<file path="src/rtl/ccs_pkg.sv">
package ccs_pkg;
  localparam int unsigned FIELD_W = 5;
  localparam int unsigned SRC_W   = 3;
  localparam int unsigned CODE_W  = 2;
  localparam int unsigned CNT_W   = 2;

  typedef struct packed {
    logic [SRC_W-1:0]  src;
    logic [CODE_W-1:0] code;
  } slot_cfg_t;

  // Divisor minus one for a divide code; code 2 depends on the table variant.
  function automatic logic [CNT_W-1:0] last_count(input logic [CODE_W-1:0] code,
                                                  input bit enhanced);
    logic [CNT_W-1:0] r;
    case (code)
      2'd0:    r = CNT_W'(0);
      2'd1:    r = CNT_W'(3);
      2'd2:    r = enhanced ? CNT_W'(2) : CNT_W'(0);
      default: r = CNT_W'(1);
    endcase
    return r;
  endfunction
endpackage

</file>
<file path="src/rtl/ccs_cfg_regs.sv">
module ccs_cfg_regs
  import ccs_pkg::*;
#(
  parameter int unsigned SLOTS = 6,
  parameter int unsigned REG_W = 32
) (
  input  logic                        clk,
  input  logic                        rst_n,
  input  logic                        wr_en,
  input  logic [REG_W-1:0]            wr_data,
  input  logic [REG_W-1:0]            wr_mask,
  output slot_cfg_t [SLOTS-1:0]       cfg,
  output logic [SLOTS-1:0]            restart,
  output logic [REG_W-1:0]            rd_data
);
  localparam int unsigned STORE_W = SLOTS * FIELD_W;

  logic [STORE_W-1:0] store_q;
  logic [STORE_W-1:0] store_d;

  assign store_d = wr_en
    ? ((store_q & ~wr_mask[STORE_W-1:0]) | (wr_data[STORE_W-1:0] & wr_mask[STORE_W-1:0]))
    : store_q;

  always_ff @(posedge clk) begin
    if (!rst_n) store_q <= '0;
    else        store_q <= store_d;
  end

  for (genvar g = 0; g < SLOTS; g++) begin : g_field
    assign cfg[g]     = store_q[g*FIELD_W +: FIELD_W];
    assign restart[g] = store_d[g*FIELD_W +: FIELD_W] != store_q[g*FIELD_W +: FIELD_W];
  end

  assign rd_data = REG_W'(store_q);
endmodule

</file>
<file path="src/rtl/ccs_src_mux.sv">
module ccs_src_mux
  import ccs_pkg::*;
#(
  parameter int unsigned GENS = 6
) (
  input  logic [SRC_W-1:0] src,
  input  logic             aux_tick,
  input  logic [GENS-1:0]  gen_tick,
  output logic             src_on,
  output logic             tick
);
  assign src_on = src != '0;

  always_comb begin
    tick = 1'b0;
    if (src == SRC_W'(1)) tick = aux_tick;
    for (int j = 0; j < GENS; j++) begin
      if (src == SRC_W'(j + 2)) tick = gen_tick[j];
    end
  end
endmodule

</file>
<file path="src/rtl/ccs_slot_div.sv">
module ccs_slot_div
  import ccs_pkg::*;
#(
  parameter bit ENHANCED = 1'b1
) (
  input  logic              clk,
  input  logic              rst_n,
  input  logic              active,
  input  logic              restart,
  input  logic [CODE_W-1:0] code,
  input  logic              src_tick,
  output logic              out_tick,
  output logic              out_wave
);
  logic [CNT_W-1:0] cnt_q;
  logic [CNT_W-1:0] last;
  logic             wave_q;

  assign last     = last_count(code, ENHANCED);
  assign out_tick = active & src_tick & (cnt_q == last);
  assign out_wave = wave_q;

  always_ff @(posedge clk) begin
    if (!rst_n) begin
      cnt_q  <= '0;
      wave_q <= 1'b0;
    end else if (!active || restart) begin
      cnt_q  <= '0;
      wave_q <= 1'b0;
    end else if (src_tick) begin
      cnt_q  <= out_tick ? '0 : cnt_q + CNT_W'(1);
      wave_q <= wave_q ^ out_tick;
    end
  end
endmodule

</file>
<file path="src/rtl/ccs_top.sv">
module ccs_top
  import ccs_pkg::*;
#(
  parameter int unsigned     SLOTS     = 6,
  parameter int unsigned     GENS      = 6,
  parameter int unsigned     REG_W     = 32,
  parameter bit              ENHANCED  = 1'b1,
  parameter logic [SLOTS-1:0] SLOT_USED = '1
) (
  input  logic             clk,
  input  logic             rst_n,
  input  logic             wr_en,
  input  logic [REG_W-1:0] wr_data,
  input  logic [REG_W-1:0] wr_mask,
  output logic [REG_W-1:0] rd_data,
  input  logic             aux_tick,
  input  logic [GENS-1:0]  gen_tick,
  output logic [SLOTS-1:0] out_tick,
  output logic [SLOTS-1:0] out_wave
);
  slot_cfg_t [SLOTS-1:0] cfg;
  logic [SLOTS-1:0]      slot_en;
  logic [SLOTS-1:0]      slot_sel_tick;
  logic [SLOTS-1:0]      slot_restart;

  ccs_cfg_regs #(.SLOTS(SLOTS), .REG_W(REG_W)) u_regs (
    .clk     (clk),
    .rst_n   (rst_n),
    .wr_en   (wr_en),
    .wr_data (wr_data),
    .wr_mask (wr_mask),
    .cfg     (cfg),
    .restart (slot_restart),
    .rd_data (rd_data)
  );

  for (genvar g = 0; g < SLOTS; g++) begin : g_slot
    ccs_src_mux #(.GENS(GENS)) u_mux (
      .src      (cfg[g].src),
      .aux_tick (aux_tick),
      .gen_tick (gen_tick),
      .src_on   (slot_en[g]),
      .tick     (slot_sel_tick[g])
    );

    if (SLOT_USED[g]) begin : g_used
      ccs_slot_div #(.ENHANCED(ENHANCED)) u_div (
        .clk      (clk),
        .rst_n    (rst_n),
        .active   (slot_en[g]),
        .restart  (slot_restart[g]),
        .code     (cfg[g].code),
        .src_tick (slot_sel_tick[g]),
        .out_tick (out_tick[g]),
        .out_wave (out_wave[g])
      );
    end else begin : g_unused
      assign out_tick[g] = 1'b0;
      assign out_wave[g] = 1'b0;
    end
  end
endmodule

</file>
<file path="config.mk">
export PLATFORM = sky130hd
export DESIGN_NAME = ccs_top
export DESIGN_NICKNAME = d
export VERILOG_FILES = /design/src/rtl/ccs_pkg.sv /design/src/rtl/ccs_cfg_regs.sv /design/src/rtl/ccs_src_mux.sv /design/src/rtl/ccs_slot_div.sv /design/src/rtl/ccs_top.sv
export SDC_FILE = /design/constraint.sdc
export NUM_CORES = 1
export LEC_CHECK = 0
export ABC_AREA = 1
export BUFFER_PORTS_ARGS = -buffer_cell sky130_fd_sc_hd__buf_2
export CORE_MARGIN = 4
export CORE_UTILIZATION = 58
export CTS_BUF_LIST = sky130_fd_sc_hd__clkbuf_4 sky130_fd_sc_hd__clkbuf_8
export CTS_CLUSTER_SIZE = 20
export DETAILED_ROUTE_END_ITERATION = 16
export PLACE_DENSITY = 0.88
export SLEW_MARGIN = 20
export SYNTH_ARGS = -nofsm -noshare
export SYNTH_HDL_FRONTEND = slang
export SYNTH_HIERARCHICAL = 1
export SYNTH_SLANG_ARGS = --single-unit
</file>
<file path="constraint.sdc">
create_clock -name clk -period 2.4 [get_ports clk]
set_clock_uncertainty 0.2 [all_clocks]
set_input_delay 0.48 -clock clk [delete_from_list [all_inputs] [get_ports clk]]
set_output_delay 0.48 -clock clk [all_outputs]
set_load 0.02 [all_outputs]
</file>
Word-level counts from Yosys, hierarchy flattened:

Index checks and enable logic that the tools add are counted.

* register bits: 48
* input bits: 74
* output and inout port bits: 44
* logic and storage cells: 193

* add/sub/neg operators: 6
* equality and inequality tests: 66
* multiplexer cells: 55
* bitwise operators: 23
* reductions and logical operators: 30

Operators with widths (number)
* $eq 3x3->1 const B: 24
* $and 30x30->30: 2
* $mux 1: 42
* $eq 3x2->1 const B: 12
* $pmux 2 s3: 6
* $mux 30: 1
* $ne 5x5->1: 6
* $not 30->30: 1
* $or 30x30->30: 1
* $eq 3x1->1 const B: 6
* $reduce_bool 3->1: 6
* $add 2x1->2 const B: 6
* $and 1x1->1: 12
* $eq 2x1->1 const B: 6
* $eq 2x2->1: 6
* $eq 2x2->1 const B: 6
* $logic_not 2->1: 6
* $mux 2: 6
* $reduce_or 2->1: 6
* $logic_not 1->1: 6
* $logic_or 1x1->1: 6
* $xor 1x1->1: 6
* $not 1->1: 1

Depth between registers and ports, before layout:

Gate-level depths: netlist of run 1.

* depth after elaboration: 11
* depth in mapped cells: 12
* mapped depth without buffers: 12

By module:

Netlist of run 1, hierarchy kept.

Modules (own cells, without submodules)
* ccs_cfg_regs: instances 1, cells an instance 318, area an instance 2139.6 µm², seq. area each 600.6 µm²
* ccs_slot_div: instances 6, cells an instance 35, area an instance 221.5 µm², seq. area each 60.1 µm²
* ccs_src_mux: instances 6, cells an instance 23, area an instance 91.3 µm², seq. area each 0.0 µm²

Worst setup path before layout of run 1:

Ideal clock, no wire load.

* path type: input port to output port
* start point: input port gen_tick[1]
* end point: output port out_tick[0]
* arrival time: 1.205 ns
* required time: 1.720 ns
* path slack: 0.515 ns
* stages: 10
* buffers on the path: 0
* cells stage by stage: inv_1 nand2_1 nand3_1 nand2_1 nand2_1 nand2_1 nand2_1 nor2_4 nand2_2 inv_1

* cells in the longest elaborated chain, start to end: 7

RTL lines
* start: declaration: line ccs_top.sv:17 `input logic [GENS-1:0] gen_tick,`
* $mux 1 (5 in a row): line ccs_src_mux.sv:18 `if (src == SRC_W'(j + 2)) tick = gen_tick[j];`
* named net slot_sel_tick[0]: line ccs_top.sv:23 `logic [SLOTS-1:0] slot_sel_tick;`
* $and 1x1->1 (2 in a row): line ccs_slot_div.sv:20 `assign out_tick = active & src_tick & (cnt_q == last);`
* end: declaration: line ccs_top.sv:18 `output logic [SLOTS-1:0] out_tick,`

The timed path passes the listed nets, and every way through them passes these cells.

Worst setup path in the final report of run 1:

* start point: register u_regs.store_q[27] (netlist: u_regs/cfg[27])
* end point: output port out_tick[5]

* cells in the longest elaborated chain, start to end: 10
* elaborated cells between the ends (all ways): 17
* those cells by class: eq/ne: 7; mux: 7; bitwise: 2; reduce/logical: 1

RTL lines
* start: declaration: line ccs_cfg_regs.sv:18 `logic [STORE_W-1:0] store_q;`
* start signal: assignment: line ccs_cfg_regs.sv:27 `else store_q <= store_d;`
* $eq 3x1->1: line ccs_src_mux.sv:16 `if (src == SRC_W'(1)) tick = aux_tick;`
* $mux 1: line ccs_src_mux.sv:16
* $mux 1 (5 in a row): line ccs_src_mux.sv:18
* $mux 1 *: line ccs_src_mux.sv:18
* named net slot_sel_tick[5]: line ccs_top.sv:23
* $and 1x1->1 * (2 in a row): line ccs_slot_div.sv:20

Mark *: on every way through the listed nets, which the timed path passes. The rest lies on a longest branch.

==> results of run 1 <==
-- power by group through the flow --
| stage | Clock (mW) | Sequential, mW | Combinational [mW] |
|---|---|---|---|
| floorplan | 0 | 0.896 | 0.444 |
| detailed placement | 0 | 0.911 | 0.581 |
| finish | 0.506 | 0.893 | 0.628 |
| global route | 0.559 | 0.901 | 0.702 |
| global placement | 0 | 0.907 | 0.553 |
| CTS | 0.518 | 0.895 | 0.585 |
-- registers in the layout, indices dropped and copies added (netlist names) --
register	cells
g_slot.g_used.u_div/out_wave	6
u_regs/cfg	30
g_slot.g_used.u_div/cnt_q	12
-- kinds of logic (layout without fill, tap and decap cells) --
group                      after synthesis  after routing  synth area share
AOI/OAI and AO/OA                       54             54            0.0972
adders and majority gates               12             12            0.0374
buffers and inverters                  161            250             0.192
DFF                                     48             48             0.239
other                                    1              2          0.000934
and+or+nand+nor                        390            390             0.434
-- cells in the final DEF (no fill, tap or decap), drive strengths merged --
cell / netlist / routed
a211oi: 30 / 30
a21oi: 12 / 12
buf: 40 / 124
clkbuf: 3 / 6
clkinv: 0 / 2
conb: 1 / 2
dfxtp: 48 / 48
ha: 12 / 12
inv: 118 / 118
nand2: 243 / 243
nand3: 18 / 18
nand4: 39 / 39
nor2: 84 / 84
nor3: 6 / 6
o21ai: 12 / 12
-- Yosys cell counts --
cell type,number
a211oi_1,21
clkbuf_1,3
nand4_1,39
buf_8,1
conb_1,1
inv_1,100
nand2_1,216
ha_1,12
nor2_2,3
dfxtp_1,48
nor2_1,75
nor2_4,6
inv_2,18
buf_6,4
a211oi_2,9
buf_2,3
o21ai_0,12
nand2_2,27
buf_4,32
a21oi_1,12
nand3_1,18
nor3_2,6
-- timing repair --
item	CTS	global route
resized for setup	8	62
setup endpoints to repair	6	6
pin swaps	0	3
buffers inserted	0	9
-- routing by layer --
metal | global-route usage | part of all wire | wire (um)
met4 | 0.0867 | 0.021 | 221
met5 | 0 | 0 | 0
met3 | 0.0456 | 0.054 | 556
met1 | 0.258 | 0.39 | 4000
met2 | 0.451 | 0.54 | 5510
-- final timing paths --
path,from,end
max,u_regs/cfg[27]$_SDFF_PN0_,out_tick[5]
min,wr_mask[13],u_regs/cfg[13]$_SDFF_PN0_
max reg2reg,u_regs/cfg[18]$_SDFF_PN0_,g_slot[3].g_used.u_div/cnt_q[1]$_SDFFE_PP0P_
min reg2reg,g_slot[0].g_used.u_div/cnt_q[0]$_SDFFE_PP0P_,g_slot[0].g_used.u_div/cnt_q[0]$_SDFFE_PP0P_
-- through the flow --
step | utilization | hold slack, ps | TNS (ps)
2_1_floorplan | - | 248 | 0
3_3_place_gp | 0.652 | 259 | 0
3_5_place_dp | 0.652 | 265 | 0
4_1_cts | 0.667 | 249 | 0
5_1_grt | 0.695 | 241 | -44.9
6_report | 0.695 | 256 | 0
-- area by class of cell --
type | instances | share of cell area
clock buffers | 6 | 0.0176
clock inverters | 2 | 0.00213
inverters | 118 | 0.0943
multi-input cells | 458 | 0.500
flip-flops and latches | 48 | 0.216
well taps | 80 | 0.0213
repair buffers | 124 | 0.149
-- worst max-delay path: cells and delay by family (launching register included) --
kind / cells / cell delay [ps]
buffers and inverters: 2 / 230
flip-flops: 1 / 380
AND/OR/NAND/NOR: 8 / 700
==> impl_metrics.ini, run 1 <==
[setup_path]
path_class = reg2out
cp.required_ps = 1720
cp_data_arrival_time_ps = 1610
r2r_setup_slack_ps = 690
path_cells = nor2_2, nand2_1, nand2_1, nand2_1, nand2_2, nand2_1, nor2_4, nand2_2, inv_1, buf_4
r2r.worst_path.cells = 9
crit_path_max_fanout = 6
slowest_delay_ps = 380
critPathLaunchType = register
cp-end-kind = output pin
crit_path_frequent_cell = nand2_1
cpMaxStageDelayCell = dfxtp_4

[drt]
wl_mm = 10.3
viasPerCell = 5.19
drt-wirelength-per-cell_um = 12.3
first_pass_iters = 5
drc = 0
vias = 4341
ant_nets = 0
drt-initial-drc-count = 120

[pwr]
ir_drop_uv = 222
finalPower_mw = 2.03
powerDensity_mw_per_mm2 = 432
p_clk_frac = 0.250
p_leak_nw = 2.54
power.switching_mw = 0.721
seqPwrFrac = 0.441
switching_share = 0.356
p_int_mw = 1.30
combinationalPowerShare = 0.310

[floorplanning]
dieArea_mm2 = 0.00832
rows = 30
die_x_um = 91.2
core_area_mm2 = 0.00676
ioPinCount = 118
initial_core_util = 0.594
die_h_um = 91.2

[cells_and_area]
multiInputGateArea_mm2 = 0.00235
fin_nets = 841
drive_above_1_share = 0.321
area_delta_synth_final_pct = 16.9
nFillCells = 580
fin_cells = 836
seq_area_mm2 = 0.00101
stdcell_area_mm2 = 0.00469
diodes = 0

[grt]
grt_start_max_net_pins = 31
grtUsageTotal = 0.237
grt_pass1_vias = 4137
grt_pass1_wl_mm = 16.8
overflow = 0
antenna_found_initial = 0

[sta]
fin_ws_ps = 110
fmax_ghz = 0.437
finalHoldViolations = 0
min_period_over_period = 0.954
period_needed_ps = 2290
setup_viol = 0
slew_viol_final = 0

[clock_network]
clk_latency_ps = 300
cts_buffers = 5
cts_tree = built
cts_hold_buf = 0
cts_max_path_buffers = 2
clock_sinks = 48
clk_pin_slew_ps = 90
htreeDepth = 2
cts-root-buf = clkbuf_8

[synth]
synthCells = 666
synth_top_area_frac = 0.239
synth_warnings = 6
seq_area_frac_synth = 0.239
syn_area_mm2 = 0.00402
syn_avg_cell_area_um2 = 6.03
synth.largest_area_cell = dfxtp_1
synth.distinct_cells = 22
yosys-top-cells-area = dfxtp_1 (24%), nand2_1 (20%), inv_1 (9.3%)
synth_seq_cells = 48

[placed_design]
dpl_worst_slack_ps = 97.3
dp.cells = 819
gp_congestion = 0.793
post-dp-hpwl_mm = 7.87
place_area_mm2 = 0.00440
portBuffers = 111

[worst_hold_path]
hold_depth = 3
hp-class = in2reg

[job]
maxCapViolCount = 0

[outcome]
status = finished, final reports clean
No activity file was read; power rests on OpenSTA's default activity.
==> run 2: changes to the inputs <==
--- a/config.mk
+++ b/config.mk
@@ -6,13 +6,13 @@
 export NUM_CORES = 1
 export LEC_CHECK = 0
 export ABC_AREA = 1
-export BUFFER_PORTS_ARGS = -buffer_cell sky130_fd_sc_hd__buf_2
 export CORE_MARGIN = 4
-export CORE_UTILIZATION = 58
+export CORE_UTILIZATION = 70
 export CTS_BUF_LIST = sky130_fd_sc_hd__clkbuf_4 sky130_fd_sc_hd__clkbuf_8
 export CTS_CLUSTER_SIZE = 20
 export DETAILED_ROUTE_END_ITERATION = 16
-export PLACE_DENSITY = 0.88
+export DONT_BUFFER_PORTS = 1
+export PLACE_DENSITY = 0.86
 export SLEW_MARGIN = 20
 export SYNTH_ARGS = -nofsm -noshare
 export SYNTH_HDL_FRONTEND = slang
==> run 2 against run 1 <==
Compared with the run above: combinational power decreased by 34%; final cell count decreased by 15%; sequential cell count unchanged; utilization increased by 2.7 points; highest routed layer unchanged.
==> impl_metrics.ini, run 2 (synthesis gave the netlist of run 1 again) <==
[setup_path]
path_cells = ha_1, nand2_1, nand2_2, nor2_4, nand2_2, inv_1
r2r_setup_slack_ps = 670
cp-end-kind = output pin
slowest_delay_ps = 540
cp_data_arrival_time_ps = 1630
r2r-end = g_slot[0].g_used.u_div/cnt_q[1]$_SDFFE_PP0P_
cpMaxStageDelayCell = dfxtp_1
cp.required_ps = 1720
path_class = reg2out
timing.rr.start = u_regs/cfg[0]$_SDFF_PN0_
r2r.worst_path.cells = 8
critPathLaunchType = register
crit_path_max_fanout = 5
crit_path_frequent_cell = nand2_2

[worst_hold_path]
hold_start = wr_mask[25]
hold_depth = 2
hp-class = in2reg
whs_endpoint = u_regs/cfg[25]$_SDFF_PN0_

[drt]
drc = 0
first_pass_iters = 5
drt-wirelength-per-cell_um = 12.9
viasPerCell = 5.48
drt-initial-drc-count = 172
vias = 3904
wl_mm = 9.22
ant_nets = 0

[clock_network]
cts_max_path_buffers = 2
clock_sinks = 48
postCtsSetupBuffers = 0
clk_latency_ps = 290
cts-root-buf = clkbuf_8
clk_pin_slew_ps = 90
htreeDepth = 2
cts_hold_buf = 0
cts_buffers = 5
cts_tree = built

[outcome]
status = finished, final reports clean

[grt]
grtUsageTotal = 0.252
grt_pass1_vias = 3629
overflow = 0
antenna_found_initial = 0
grt_pass1_wl_mm = 15.0
grt_start_max_net_pins = 70

[placed_design]
post-dp-hpwl_mm = 7.20
gp_congestion = 0.852
portBuffers = 0
dpl_worst_slack_ps = 203

[floorplanning]
ioPinCount = 118
core_area_mm2 = 0.00554
dieArea_mm2 = 0.00701
die_x_um = 83.7
die_h_um = 83.7
rows = 27
initial_core_util = 0.725

[sta]
tns_ps = 0
fin_ws_ps = 94.6
worst_slew_pin_slew_ps = 662
period_needed_ps = 2310
fmax_ghz = 0.434
min_period_over_period = 0.961
relSlewSlack = 0.558
setup_viol = 0
slew_viol_final = 0
finalHoldViolations = 0

[cells_and_area]
diodes = 0
area_delta_synth_final_pct = -0.467
largest_reg_flops = 30
drive_above_1_share = 0.170
mostFrequentLayoutCells = nand2_1 (216), inv_1 (95), nor2_1 (75)
fin_nets = 725
mostFrequentLayoutCell = nand2_1

[pwr]
finalPower_mw = 1.86
ir_drop_uv = 362
p_leak_nw = 2.00
powerDensity_mw_per_mm2 = 467

[job]
maxCapViolCount = 0
-- run 2: cell count changes in the layout (fill, tap and decap cells not counted), moves of 4 or more --
cell     delta
nand2_2     -6
dfxtp_4     -4
nand2_1     +8
buf_2     -106
nor2_1      +5
buf_4       -7
-- run 2: cell type report --
type	count	area (um^2)
multi-input cells	458	2290
repair buffers	8	72.6
clock buffers	8	97.6
inverters	118	445
well taps	72	90.1
flip-flops and latches	48	1000
fillers	494	1540
-- run 2: timing repair --
action / CTS / global route
gates resized for setup: 11 / 21
endpoints found under the hold margin: 0 / 0
setup endpoints to repair: 6 / 6
pin swaps: 0 / 0
-- run 2: worst max-delay path: cells and delay by family, from the launching register on --
kind | cells | cell delay [ps]
adders and majority gates | 1 | 310
and+or+nand+nor | 4 | 280
DFF | 1 | 540
buffers and inverters | 1 | 190
-- run 2: how the worst max path moves through the flow --
stage | startpoint | to
final | u_regs/cfg[0]$_SDFF_PN0_ | out_tick[0]
after global routing | u_regs/cfg[22]$_SDFF_PN0_ | out_tick[4]
after CTS | u_regs/cfg[1]$_SDFF_PN0_ | out_tick[0]
after detailed placement | u_regs/cfg[13]$_SDFF_PN0_ | out_tick[2]
after global placement | u_regs/cfg[13]$_SDFF_PN0_ | out_tick[2]
after floorplan | gen_tick[1] | out_tick[0]
-- run 2: per-layer routing --
metal / vias to the layer above / part of all wire / wire length [um] / track usage
met5: - / 0 / 0 / 0
met1: 1790 / 0.40 / 3700 / 0.275
met2: 107 / 0.51 / 4720 / 0.466
met3: 16 / 0.072 / 664 / 0.0671
met4: 0 / 0.015 / 140 / 0.0892
li1: 1991 / - / - / -
-- run 2: through the flow --
stage,area [um^2],hold WS (ps),util,cells
global placement,3860,260,0.696,704
finish,4000,130,0.722,712
CTS,3970,122,0.716,712
global route,4000,117,0.722,712
detailed placement,3860,267,0.696,704
floorplan,4020,248,-,667
-- run 2: where the power goes --
part / internal, mW / leakage, nW / switching [mW]
clock network: 0.258 / 0.0523 / 0.264
registers: 0.836 / 0.402 / 0.0907
logic: 0.159 / 1.55 / 0.258
